### src/rtl/ein_pkg.sv
`timescale 1ns/1ps
package ein_pkg;
  localparam int FLT_W      = 4;
  localparam int EN_BIT     = 16;
  localparam int LVL_BIT    = 9;
  localparam int POL_BIT    = 8;
  localparam int CFG_BASE   = 4;
  localparam int CFG_STRIDE = 4;

  typedef struct packed {
    logic             en;
    logic             lvl;
    logic             pol;
    logic [FLT_W-1:0] flt;
  } line_cfg_t;

  function automatic logic [31:0] cfg_pack(line_cfg_t c);
    logic [31:0] w;
    w = '0;
    w[EN_BIT]      = c.en;
    w[LVL_BIT]     = c.lvl;
    w[POL_BIT]     = c.pol;
    w[FLT_W-1:0]   = c.flt;
    return w;
  endfunction

  function automatic line_cfg_t cfg_unpack(logic [31:0] w);
    line_cfg_t c;
    c.en  = w[EN_BIT];
    c.lvl = w[LVL_BIT];
    c.pol = w[POL_BIT];
    c.flt = w[FLT_W-1:0];
    return c;
  endfunction
endpackage

### src/rtl/ein_sync.sv
`timescale 1ns/1ps
module ein_sync #(
  parameter int STAGES = 2
) (
  input  logic clk,
  input  logic rst_n,
  input  logic din,
  output logic dout
);
  logic [STAGES-1:0] chain_q;

  always_ff @(posedge clk or negedge rst_n) begin
    if (!rst_n) chain_q <= '0;
    else        chain_q <= {chain_q[STAGES-2:0], din};
  end

  assign dout = chain_q[STAGES-1];
endmodule

### src/rtl/ein_filter.sv
`timescale 1ns/1ps
module ein_filter #(
  parameter int CNT_W = 4
) (
  input  logic             clk,
  input  logic             rst_n,
  input  logic             din,
  input  logic [CNT_W-1:0] span,
  input  logic             cfg_wr,
  output logic             dout,
  output logic             ready
);
  logic [CNT_W-1:0] run_q;
  logic [CNT_W-1:0] settle_q;
  logic             busy_q;

  // accept a new level after span+1 consecutive differing samples
  always_ff @(posedge clk or negedge rst_n) begin
    if (!rst_n) begin
      dout  <= 1'b0;
      run_q <= '0;
    end else if (din == dout) begin
      run_q <= '0;
    end else if (run_q >= span) begin
      dout  <= din;
      run_q <= '0;
    end else begin
      run_q <= run_q + 1'b1;
    end
  end

  // settle window after a configuration write
  always_ff @(posedge clk or negedge rst_n) begin
    if (!rst_n) begin
      busy_q   <= 1'b0;
      settle_q <= '0;
    end else if (cfg_wr) begin
      busy_q   <= 1'b1;
      settle_q <= '0;
    end else if (busy_q) begin
      if (settle_q >= span) busy_q <= 1'b0;
      else                  settle_q <= settle_q + 1'b1;
    end
  end

  assign ready = ~busy_q;
endmodule

### src/rtl/ein_sense.sv
`timescale 1ns/1ps
module ein_sense
  import ein_pkg::*;
(
  input  logic      clk,
  input  logic      rst_n,
  input  logic      filt,
  input  line_cfg_t cfg,
  output logic      irq
);
  logic filt_q;
  logic rise, fall, edge_hit, lvl_hit;

  always_ff @(posedge clk or negedge rst_n) begin
    if (!rst_n) filt_q <= 1'b0;
    else        filt_q <= filt;
  end

  assign rise     = filt & ~filt_q;
  assign fall     = ~filt & filt_q;
  assign edge_hit = cfg.pol ? fall : rise;
  assign lvl_hit  = ~(filt ^ cfg.pol);
  assign irq      = cfg.en & (cfg.lvl ? lvl_hit : edge_hit);
endmodule

### src/rtl/ein_regs.sv
`timescale 1ns/1ps
module ein_regs
  import ein_pkg::*;
#(
  parameter int NLINES = 2,
  parameter int ADDR_W = 4,
  parameter int DATA_W = 32
) (
  input  logic                     clk,
  input  logic                     rst_n,
  input  logic                     bus_sel,
  input  logic                     bus_we,
  input  logic [ADDR_W-1:0]        bus_addr,
  input  logic [DATA_W-1:0]        bus_wdata,
  input  logic [NLINES-1:0]        ready_i,
  output line_cfg_t [NLINES-1:0]   cfg_o,
  output logic [NLINES-1:0]        cfg_wr_o,
  output logic [DATA_W-1:0]        bus_rdata
);
  localparam logic [ADDR_W-1:0] STAT_OFS = '0;

  logic [NLINES-1:0] hit;
  logic [31:0]       view [NLINES];
  logic [31:0]       wd32;

  assign wd32 = 32'(bus_wdata);

  for (genvar n = 0; n < NLINES; n++) begin : g_line
    localparam logic [ADDR_W-1:0] OFS = ADDR_W'(CFG_BASE + n * CFG_STRIDE);
    line_cfg_t cfg_q;

    assign hit[n]      = (bus_addr == OFS);
    assign cfg_wr_o[n] = bus_sel & bus_we & hit[n];

    always_ff @(posedge clk or negedge rst_n) begin
      if (!rst_n)           cfg_q <= '0;
      else if (cfg_wr_o[n]) cfg_q <= cfg_unpack(wd32);
    end

    assign cfg_o[n] = cfg_q;
    assign view[n]  = cfg_pack(cfg_q);
  end

  always_comb begin
    bus_rdata = '0;
    if (bus_addr == STAT_OFS) bus_rdata[NLINES-1:0] = ready_i;
    for (int n = 0; n < NLINES; n++) begin
      if (hit[n]) bus_rdata = DATA_W'(view[n]);
    end
  end
endmodule

### src/rtl/ext_irq_normaliser.sv
`timescale 1ns/1ps
module ext_irq_normaliser
  import ein_pkg::*;
#(
  parameter int NLINES      = 2,
  parameter int ADDR_W      = 4,
  parameter int DATA_W      = 32,
  parameter int SYNC_STAGES = 2
) (
  input  logic              clk,
  input  logic              rst_n,
  input  logic              bus_sel,
  input  logic              bus_we,
  input  logic [ADDR_W-1:0] bus_addr,
  input  logic [DATA_W-1:0] bus_wdata,
  output logic [DATA_W-1:0] bus_rdata,
  input  logic [NLINES-1:0] pin_i,
  output logic [NLINES-1:0] irq_o
);
  line_cfg_t [NLINES-1:0] cfg_w;
  logic [NLINES-1:0] cfg_wr_w;
  logic [NLINES-1:0] ready_w;
  logic [NLINES-1:0] sync_w;
  logic [NLINES-1:0] filt_w;
  logic [NLINES-1:0] en_w, lvl_w, pol_w;

  ein_regs #(.NLINES(NLINES), .ADDR_W(ADDR_W), .DATA_W(DATA_W)) u_regs (
    .clk(clk), .rst_n(rst_n), .bus_sel(bus_sel), .bus_we(bus_we),
    .bus_addr(bus_addr), .bus_wdata(bus_wdata), .ready_i(ready_w),
    .cfg_o(cfg_w), .cfg_wr_o(cfg_wr_w), .bus_rdata(bus_rdata)
  );

  for (genvar n = 0; n < NLINES; n++) begin : g_chan
    assign en_w[n]  = cfg_w[n].en;
    assign lvl_w[n] = cfg_w[n].lvl;
    assign pol_w[n] = cfg_w[n].pol;

    ein_sync #(.STAGES(SYNC_STAGES)) u_sync (
      .clk(clk), .rst_n(rst_n), .din(pin_i[n]), .dout(sync_w[n])
    );

    ein_filter #(.CNT_W(FLT_W)) u_filt (
      .clk(clk), .rst_n(rst_n), .din(sync_w[n]), .span(cfg_w[n].flt),
      .cfg_wr(cfg_wr_w[n]), .dout(filt_w[n]), .ready(ready_w[n])
    );

    ein_sense u_sense (
      .clk(clk), .rst_n(rst_n), .filt(filt_w[n]), .cfg(cfg_w[n]), .irq(irq_o[n])
    );
  end
endmodule

### config.mk
export PLATFORM = sky130hd
export DESIGN_NAME = ext_irq_normaliser
export DESIGN_NICKNAME = d
export VERILOG_FILES = /design/src/rtl/ein_pkg.sv /design/src/rtl/ein_sync.sv /design/src/rtl/ein_filter.sv /design/src/rtl/ein_sense.sv /design/src/rtl/ein_regs.sv /design/src/rtl/ext_irq_normaliser.sv
export SDC_FILE = /design/constraint.sdc
export NUM_CORES = 1
export LEC_CHECK = 0
export BUFFER_PORTS_ARGS = -buffer_cell sky130_fd_sc_hd__buf_2
export CAP_MARGIN = 20
export CORE_ASPECT_RATIO = 1.75
export CORE_MARGIN = 1.5
export CORE_UTILIZATION = 35
export DETAILED_ROUTE_END_ITERATION = 16
export PLACE_DENSITY = 0.58
export SLEW_MARGIN = 20
export SYNTH_ARGS = -nofsm -noshare
export SYNTH_HDL_FRONTEND = slang
export SYNTH_SLANG_ARGS = --single-unit
export TNS_END_PERCENT = 1
### constraint.sdc
create_clock -name clk -period 2.4 [get_ports clk]
set_clock_uncertainty 0.1 [all_clocks]
set_input_delay 0 -clock clk [delete_from_list [all_inputs] [get_ports clk]]
set_output_delay 0 -clock clk [all_outputs]
set_load 0.05 [all_outputs]
==> out/metrics.cfg, run 1 <==
[route]
dr.pass1.iters = 4
num_vias = 1682
wire_per_inst_um = 12.6
ant_nets = 0
drc = 0
first_iter_violations = 53
post_drt_via_cell_ratio = 4.60
drt-total-wl_um = 4620

[timing]
final_max_slew_viol_count = 0
rsz0062_at_grt = no
tightest_slew_ns = 0.908
fin_tns_setup_ns = 0
hold_viol_final = 0
finalCriticalPeriod_ns = 1.93
max_freq_ghz = 0.519
maxSlewHeadroom = 0.395
finalSetupViolations = 0
finalCritPeriodShare = 0.803

[floorplan]
rows = 39
die_w_um = 64.9
dieArea_mm2 = 0.00723
core_mm2 = 0.00649
start_util = 0.362
die_h_um = 111
ioPinCount = 76

[hold_path]
min_from = bus_we
hp-class = primary input to flop

[clocking]
tritoncts = yes
cts.clk_slew.worst_paths_ns = 0.06
clockBufferDepth = 2
htreeDepth = 2
clkSinkCount = 40
cts_root_buf = clkbuf_16
post_cts_buffers = 0
insertion_delay_ns = 0.28
cts_buffers = 5

[setup_path]
reg2reg_from = u_regs.cfg_o[7]
critical_path_class = flop to flop
critPathBufInv = 0
critPathSlowestCell = dfrtp_1
crit_chain = ha_1, nand2b_4, a2111oi_2, nor2_1, mux2_1
critPathMaxStageDelay_ns = 0.44
end_kind = flop
crit_fanout = 4
setup.worst_path.start = u_regs.cfg_o[7]
cp-start-kind = flop
required_ns = 2.47
crit_family = flip-flops
crit_arrival_ns = 1.99

[pwr]
ir_drop_mv = 0.306
p_per_area_mw_per_mm2 = 984
p_leak_nw = 1.38

[global_routing]
track_usage = 0.141
grt_pass1_wl_um = 7740
grt_pass1_vias = 1657
antenna_found_initial = 0
grt_max_degree = 41
grt-ovfl-total = 0

[cells_and_area]
nNetsFinal = 345
n_antenna_cell = 0
drive_gt1_frac = 0.162
final_area_mm2 = 0.00272
syn_to_final_growth_pct = 15.6
fillers = 648

[placement]
dp_hpwl_um = 3530
placedInstanceArea_mm2 = 0.00245
numPortBuffers = 25
place.gp.congestion = 0.714

[synthesis]
synth_area_mm2 = 0.00235
yosysSeqAreaShare = 0.426
synthCells = 247
syn-mean-instance-area_um2 = 9.51
ys_types = 36
ys_ff_latch = 40
yosysWarningCount = 0

[job]
cap_violations = 0

[run_status]
outcome = complete, no violations

stage by stage:
| stage | std cells | utilization | setup slack (ns) | hold WS (ns) | total power, mW |
|---|---|---|---|---|---|
| floorplan | 271 | - | 0.628 | -0.396 | 1.76 |
| global placement | 348 | 0.377 | 0.426 | 0.00858 | 1.90 |
| detailed placement | 348 | 0.377 | 0.432 | 0.00933 | 1.93 |
| CTS | 366 | 0.418 | 0.420 | 0.0865 | 2.71 |
| global route | 366 | 0.418 | 0.353 | 0.0980 | 2.88 |
| finish | 366 | 0.418 | 0.473 | 0.0884 | 2.67 |
what timing repair did:
item | CTS | global route
hold endpoints to repair | 56 | 0
setup endpoints to repair | 0 | 0
resized for setup | 0 | 0
hold buffers | 10 | 0
worst reg2reg max path, cell delays in order (launching register included):
cell and delay (ns):
dfrtp_1 0.44, ha_1 0.32, nand2b_4 0.14, a2111oi_2 0.41
nor2_1 0.09, mux2_1 0.31
state kept, by name, indices dropped and copies added, names as in the netlist:
name,cells
g_chan.u_filt.settle_q,8
g_chan.u_filt.run_q,8
g_chan.u_filt.busy_q,2
g_chan.u_sense.filt_q,2
u_regs.cfg_o,14
g_chan.u_sync.chain_q,4
g_chan.u_filt.dout,2
cell usage after synthesis:
| cell type | count | share of area |
|---|---|---|
| xnor2_1 | 4 | 0.015 |
| a22oi_1 | 5 | 0.016 |
| conb_1 | 1 | 0.0016 |
| nand4_1 | 2 | 0.0053 |
| inv_1 | 14 | 0.022 |
| or3_1 | 4 | 0.011 |
| or2_2 | 1 | 0.0027 |
| a21oi_2 | 1 | 0.0037 |
| nor2_1 | 22 | 0.035 |
| o21ai_1 | 1 | 0.0021 |
| mux2i_1 | 2 | 0.0085 |
| nand2_1 | 42 | 0.067 |
| o21ai_0 | 14 | 0.030 |
| clkbuf_1 | 1 | 0.0016 |
| dfrtp_1 | 40 | 0.43 |
| nor3_1 | 2 | 0.0043 |
| a2111oi_2 | 2 | 0.013 |
| nand3_1 | 6 | 0.013 |
| nor3b_2 | 2 | 0.011 |
| and4_4 | 1 | 0.0048 |
| a21oi_1 | 7 | 0.015 |
| o211ai_2 | 2 | 0.011 |
| and4_1 | 1 | 0.0037 |
| o21a_1 | 2 | 0.0064 |
| a2bb2oi_1 | 1 | 0.0037 |
| nand2b_1 | 1 | 0.0027 |
| nand2b_4 | 2 | 0.012 |
| buf_4 | 29 | 0.093 |
| buf_2 | 1 | 0.0021 |
| nor2b_1 | 3 | 0.0080 |
| mux2_1 | 2 | 0.0096 |
| o211a_1 | 2 | 0.0085 |
| and2b_4 | 1 | 0.0043 |
| o211ai_1 | 2 | 0.0064 |
| xor2_1 | 4 | 0.015 |
| ha_1 | 20 | 0.11 |
routing by layer:
metal | global-route usage | vias up | routed length (µm)
met4 | 0.0553 | 0 | 63
met2 | 0.271 | 36 | 2590
met5 | 0 | - | 0
met3 | 0.0303 | 6 | 147
met1 | 0.140 | 791 | 1820
li1 | - | 849 | -
worst paths after layout:
path	to	slack, ns	depth (start not counted)
max in group asynchronous	u_regs.cfg_o[6]	1.34	2
max	g_chan[1].u_filt.dout	0.47	5
min in group asynchronous	g_chan[0].u_filt.settle_q[3]	0.27	2
min reg2reg	g_chan[1].u_sync.chain_q[1]	0.25	0
min	g_chan[0].u_filt.settle_q[0]	0.09	3
max reg2reg	g_chan[1].u_filt.dout	0.47	5
layout make-up:
type | instances | area (µm²) | share of cell area
clock buffer | 5 | 125 | 0.0461
multi-input combinational | 186 | 1160 | 0.427
inverter | 14 | 52.6 | 0.0194
timing repair buffer | 36 | 233 | 0.0857
tap | 82 | 103 | 0.0378
sequential | 40 | 1000 | 0.369
clock inverter | 3 | 42.5 | 0.0157
cells in the final DEF (no fill, tap or decap), drive strengths merged, types with 3 or more instances in the layout:
| master | synthesis | layout |
|---|---|---|
| a21oi | 8 | 8 |
| a22oi | 5 | 5 |
| buf | 30 | 26 |
| clkbuf | 1 | 5 |
| conb | 1 | 25 |
| dfrtp | 40 | 40 |
| dlygate4sd3 | 0 | 10 |
| ha | 20 | 20 |
| inv | 14 | 14 |
| nand2 | 42 | 42 |
| nand2b | 3 | 3 |
| nand3 | 6 | 6 |
| nor2 | 22 | 22 |
| nor2b | 3 | 3 |
| o211ai | 4 | 4 |
| o21ai | 15 | 15 |
| or3 | 4 | 4 |
| xnor2 | 4 | 4 |
| xor2 | 4 | 4 |
where the power goes:
group	switching (mW)	internal, mW	total (mW)
logic	0.508	0.357	0.865
clock network	0.271	0.488	0.759
registers	0.179	0.868	1.05
kinds of logic (layout without fill, tap and decap cells):
logic type / count (synthesis) / count (layout) / synth area share
AND/OR/NAND/NOR: 90 / 90 / 0.184
buffers and inverters: 45 / 58 / 0.119
flip-flops: 40 / 40 / 0.426
AO/OA/AOI/OAI: 39 / 39 / 0.115
adder cells (fa/ha/maj): 20 / 20 / 0.107
XOR/XNOR: 8 / 8 / 0.0298
multiplexers: 4 / 4 / 0.0181
other: 1 / 25 / 0.00160
Power figures use the tool's default switching activity.
==> inputs of run 2 (changes only) <==
--- a/config.mk
+++ b/config.mk
@@ -5,13 +5,14 @@
 export SDC_FILE = /design/constraint.sdc
 export NUM_CORES = 1
 export LEC_CHECK = 0
+export ABC_AREA = 1
 export BUFFER_PORTS_ARGS = -buffer_cell sky130_fd_sc_hd__buf_2
 export CAP_MARGIN = 20
 export CORE_ASPECT_RATIO = 1.75
 export CORE_MARGIN = 1.5
 export CORE_UTILIZATION = 35
 export DETAILED_ROUTE_END_ITERATION = 16
-export PLACE_DENSITY = 0.58
+export PLACE_DENSITY = 0.57
 export SLEW_MARGIN = 20
 export SYNTH_ARGS = -nofsm -noshare
 export SYNTH_HDL_FRONTEND = slang
==> constraint.sdc (replaced) <==
create_clock -name clk -period 1.81 [get_ports clk]
set_clock_uncertainty 0.1 [all_clocks]
set_input_delay 0 -clock clk [delete_from_list [all_inputs] [get_ports clk]]
set_output_delay 0 -clock clk [all_outputs]
set_load 0.05 [all_outputs]
==> run 2 against run 1 <==
Against the previous run: utilization up 0.25 points; total power increased by 41%; die area rose by 2.2%; cell area up 2.1%; area after synthesis grew 2.3%; routed wire length rose by 0.91%; critical path type unchanged; clock power rose by 34%; largest cell class unchanged; non-clock buffer count grew 2; global-route usage is 0.094 points higher; first-iteration DRC count is 28% higher.
==> out/metrics.cfg, run 2 <==
[cells_and_area]
n_antenna_cell = 0
fillers = 685
syn_to_final_growth_pct = 15.4
layout_common_cells = 60 x nand2_1, 40 x dfrtp_1, 37 x inv_1
nNetsFinal = 381
largest_reg_flops = 14
final_common_cell = nand2_1
drive_gt1_frac = 0.147

[synthesis]
synthTopCellsByArea = dfrtp_1 42%, ha_1 10%, nand2_1 9.4%
ys_ff_latch = 40
async_reset_ff_frac = 1.00
yosysSeqAreaShare = 0.417
syn-mean-instance-area_um2 = 8.55
ys.flop_type = dfrtp_1
synth_area_leader_cell = dfrtp_1
yosysWarningCount = 0
synth.most_common_cell = nand2_1
synthCells = 281
netlist.area_leader.share = 0.417
synth_area_mm2 = 0.00240
synth_common_cells = 60 x nand2_1, 40 x dfrtp_1, 37 x inv_1
ys_types = 25
synth-edff-count = 0

[route]
dr.max_layer_used = met4
post_drt_via_cell_ratio = 4.66
num_vias = 1874
ant_nets = 0
wl_met3_um = 166
dr.pass1.iters = 4
wl_met1_um = 1870
first_iter_violations = 68
wl_met2_um = 2460
drc = 0
wire_per_inst_um = 11.6
drt-total-wl_um = 4660

[clocking]
cts_buffers = 5
cts_root_buf = clkbuf_16
insertion_delay_ns = 0.29
post_cts_buffers = 0
ctsHoldBuffers = 10
clkSinkCount = 40
htreeDepth = 2
tritoncts = yes
cts.clk_slew.worst_paths_ns = 0.06
clockBufferDepth = 2
cts_resized = 0

[timing]
finalCriticalPeriod_ns = 1.63
finalSetupViolations = 0
rsz0062_at_grt = no
max_freq_ghz = 0.614
tightest_slew_ns = 0.522
fin_tns_setup_ns = 0
finalCritPeriodShare = 0.899
maxSlewHeadroom = 0.652
final_max_slew_viol_count = 0
hold_viol_final = 0
setup_slack_ns = 0.183

[setup_path]
r2r_end = g_chan[0].u_filt.settle_q[1]
crit_fanout = 5
ff2ff_setup_slack_ns = 0.18
cp-start-kind = flop
crit_arrival_ns = 1.70
reg2reg_from = g_chan[0].u_filt.settle_q[0]
end_kind = flop
r2r_cells = 10
critical_path_class = flop to flop
required_ns = 1.88

[pwr]
p_leak_nw = 1.49
power.total_mw = 3.77
combPwrFrac = 0.357
switchingPower_mw = 1.48
clockPowerShare = 0.271
power.internal_mw = 2.29
swShare = 0.392
ir_drop_mv = 0.562
p_per_area_mw_per_mm2 = 1360
sequentialPowerShare = 0.373

[job]
cap_violations = 0

[floorplan]
ioPinCount = 76
core_mm2 = 0.00659
die_w_um = 65.6
dieArea_mm2 = 0.00739
start_util = 0.365
die_h_um = 113
rows = 39

[placement]
preCtsSetupSlack_ns = 0.193
place.gp.congestion = 0.830
dp_hpwl_um = 3500
numPortBuffers = 25

[global_routing]
grt_pass1_wl_um = 7900
grt_max_degree = 41
antenna_found_initial = 0
grt_pass1_vias = 1734
grt-ovfl-total = 0
track_usage = 0.142

[run_status]
outcome = complete, no violations

[hold_path]
hp-class = primary input to flop
worstHoldPathCells = 4
hold_path_end = g_chan[1].u_filt.busy_q
min_from = bus_addr[2]

run 2: cell types whose count changed after synthesis, sizes merged, moves of 3 or more:
cell,delta
nand3,+15
or3,-4
nand4,+8
inv,+25
nor2,-14
nand2,+18
nor3,+7
nand2b,-3
nor2b,-3
o22ai,+5
a22oi,-5
run 2: cell families (layout without fill, tap and decap cells):
group / Yosys count / after routing / share of synthesized area
xor gates and xnor gates: 8 / 8 / 0.0292
buffers and inverters: 71 / 86 / 0.162
other: 1 / 25 / 0.00156
and+or+nand+nor: 108 / 108 / 0.206
AOI/OAI and AO/OA: 33 / 33 / 0.0802
adders and majority gates: 20 / 20 / 0.104
DFF: 40 / 40 / 0.417
run 2: layout make-up:
class / count / area, µm² / share of cell area
well taps: 82 / 103 / 0.0370
inverters: 40 / 151 / 0.0546
clock buffers: 5 / 125 / 0.0451
multi-input cells: 194 / 1100 / 0.398
flip-flops and latches: 40 / 1000 / 0.361
repair buffers: 38 / 248 / 0.0894
clock inverters: 3 / 42.5 / 0.0153
run 2: power by group through the flow:
stage / sequential, mW / combinational, mW / clock, mW
6_report: 1.40 / 1.34 / 1.02
5_1_grt: 1.44 / 1.56 / 1.08
4_1_cts: 1.41 / 1.36 / 1.05
3_5_place_dp: 1.42 / 1.34 / 0
3_3_place_gp: 1.42 / 1.29 / 0
2_1_floorplan: 1.35 / 1.13 / 0
run 2: per-stage QoR:
stage               cell area (µm²)   util  hold slack, ns  cells
floorplan                      2490      -          -0.396    305
global placement               2500  0.380         0.00197    384
detailed placement             2500  0.380         0.00107    384
CTS                            2770  0.421          0.0517    402
global route                   2770  0.421           0.107    402
finish                         2770  0.421          0.0586    402
run 2: worst max-delay path, stage by stage, from the launching register on:
cell,delay [ns]
dfrtp_1,0.42
inv_1,0.08
ha_1,0.27
inv_1,0.05
nand2_1,0.04
nand2_1,0.05
nand2_1,0.04
nand2_1,0.14
nand2_1,0.16
nand3_1,0.10
nand2_1,0.06
run 2: worst max-delay path by stage:
| stage | startpoint | slack, ns | to | depth (start not counted) |
|---|---|---|---|---|
| after global placement | g_chan[0].u_filt.settle_q[0] | 0.21 | g_chan[0].u_filt.settle_q[3] | 10 |
| after CTS | g_chan[0].u_filt.settle_q[0] | 0.18 | g_chan[0].u_filt.settle_q[1] | 10 |
| after detailed placement | g_chan[0].u_filt.settle_q[0] | 0.19 | g_chan[0].u_filt.settle_q[1] | 10 |
| after global routing | g_chan[0].u_filt.settle_q[0] | 0.006 | g_chan[0].u_filt.settle_q[1] | 10 |
| final | g_chan[0].u_filt.settle_q[0] | 0.18 | g_chan[0].u_filt.settle_q[1] | 10 |
| after floorplan | u_regs.cfg_o[10] | 0.37 | g_chan[1].u_filt.settle_q[2] | 6 |
run 2: layer usage:
metal,vias up,track usage
met5,-,0
met4,0,0.0861
met3,10,0.0271
met2,48,0.250
met1,878,0.150
li1,938,-
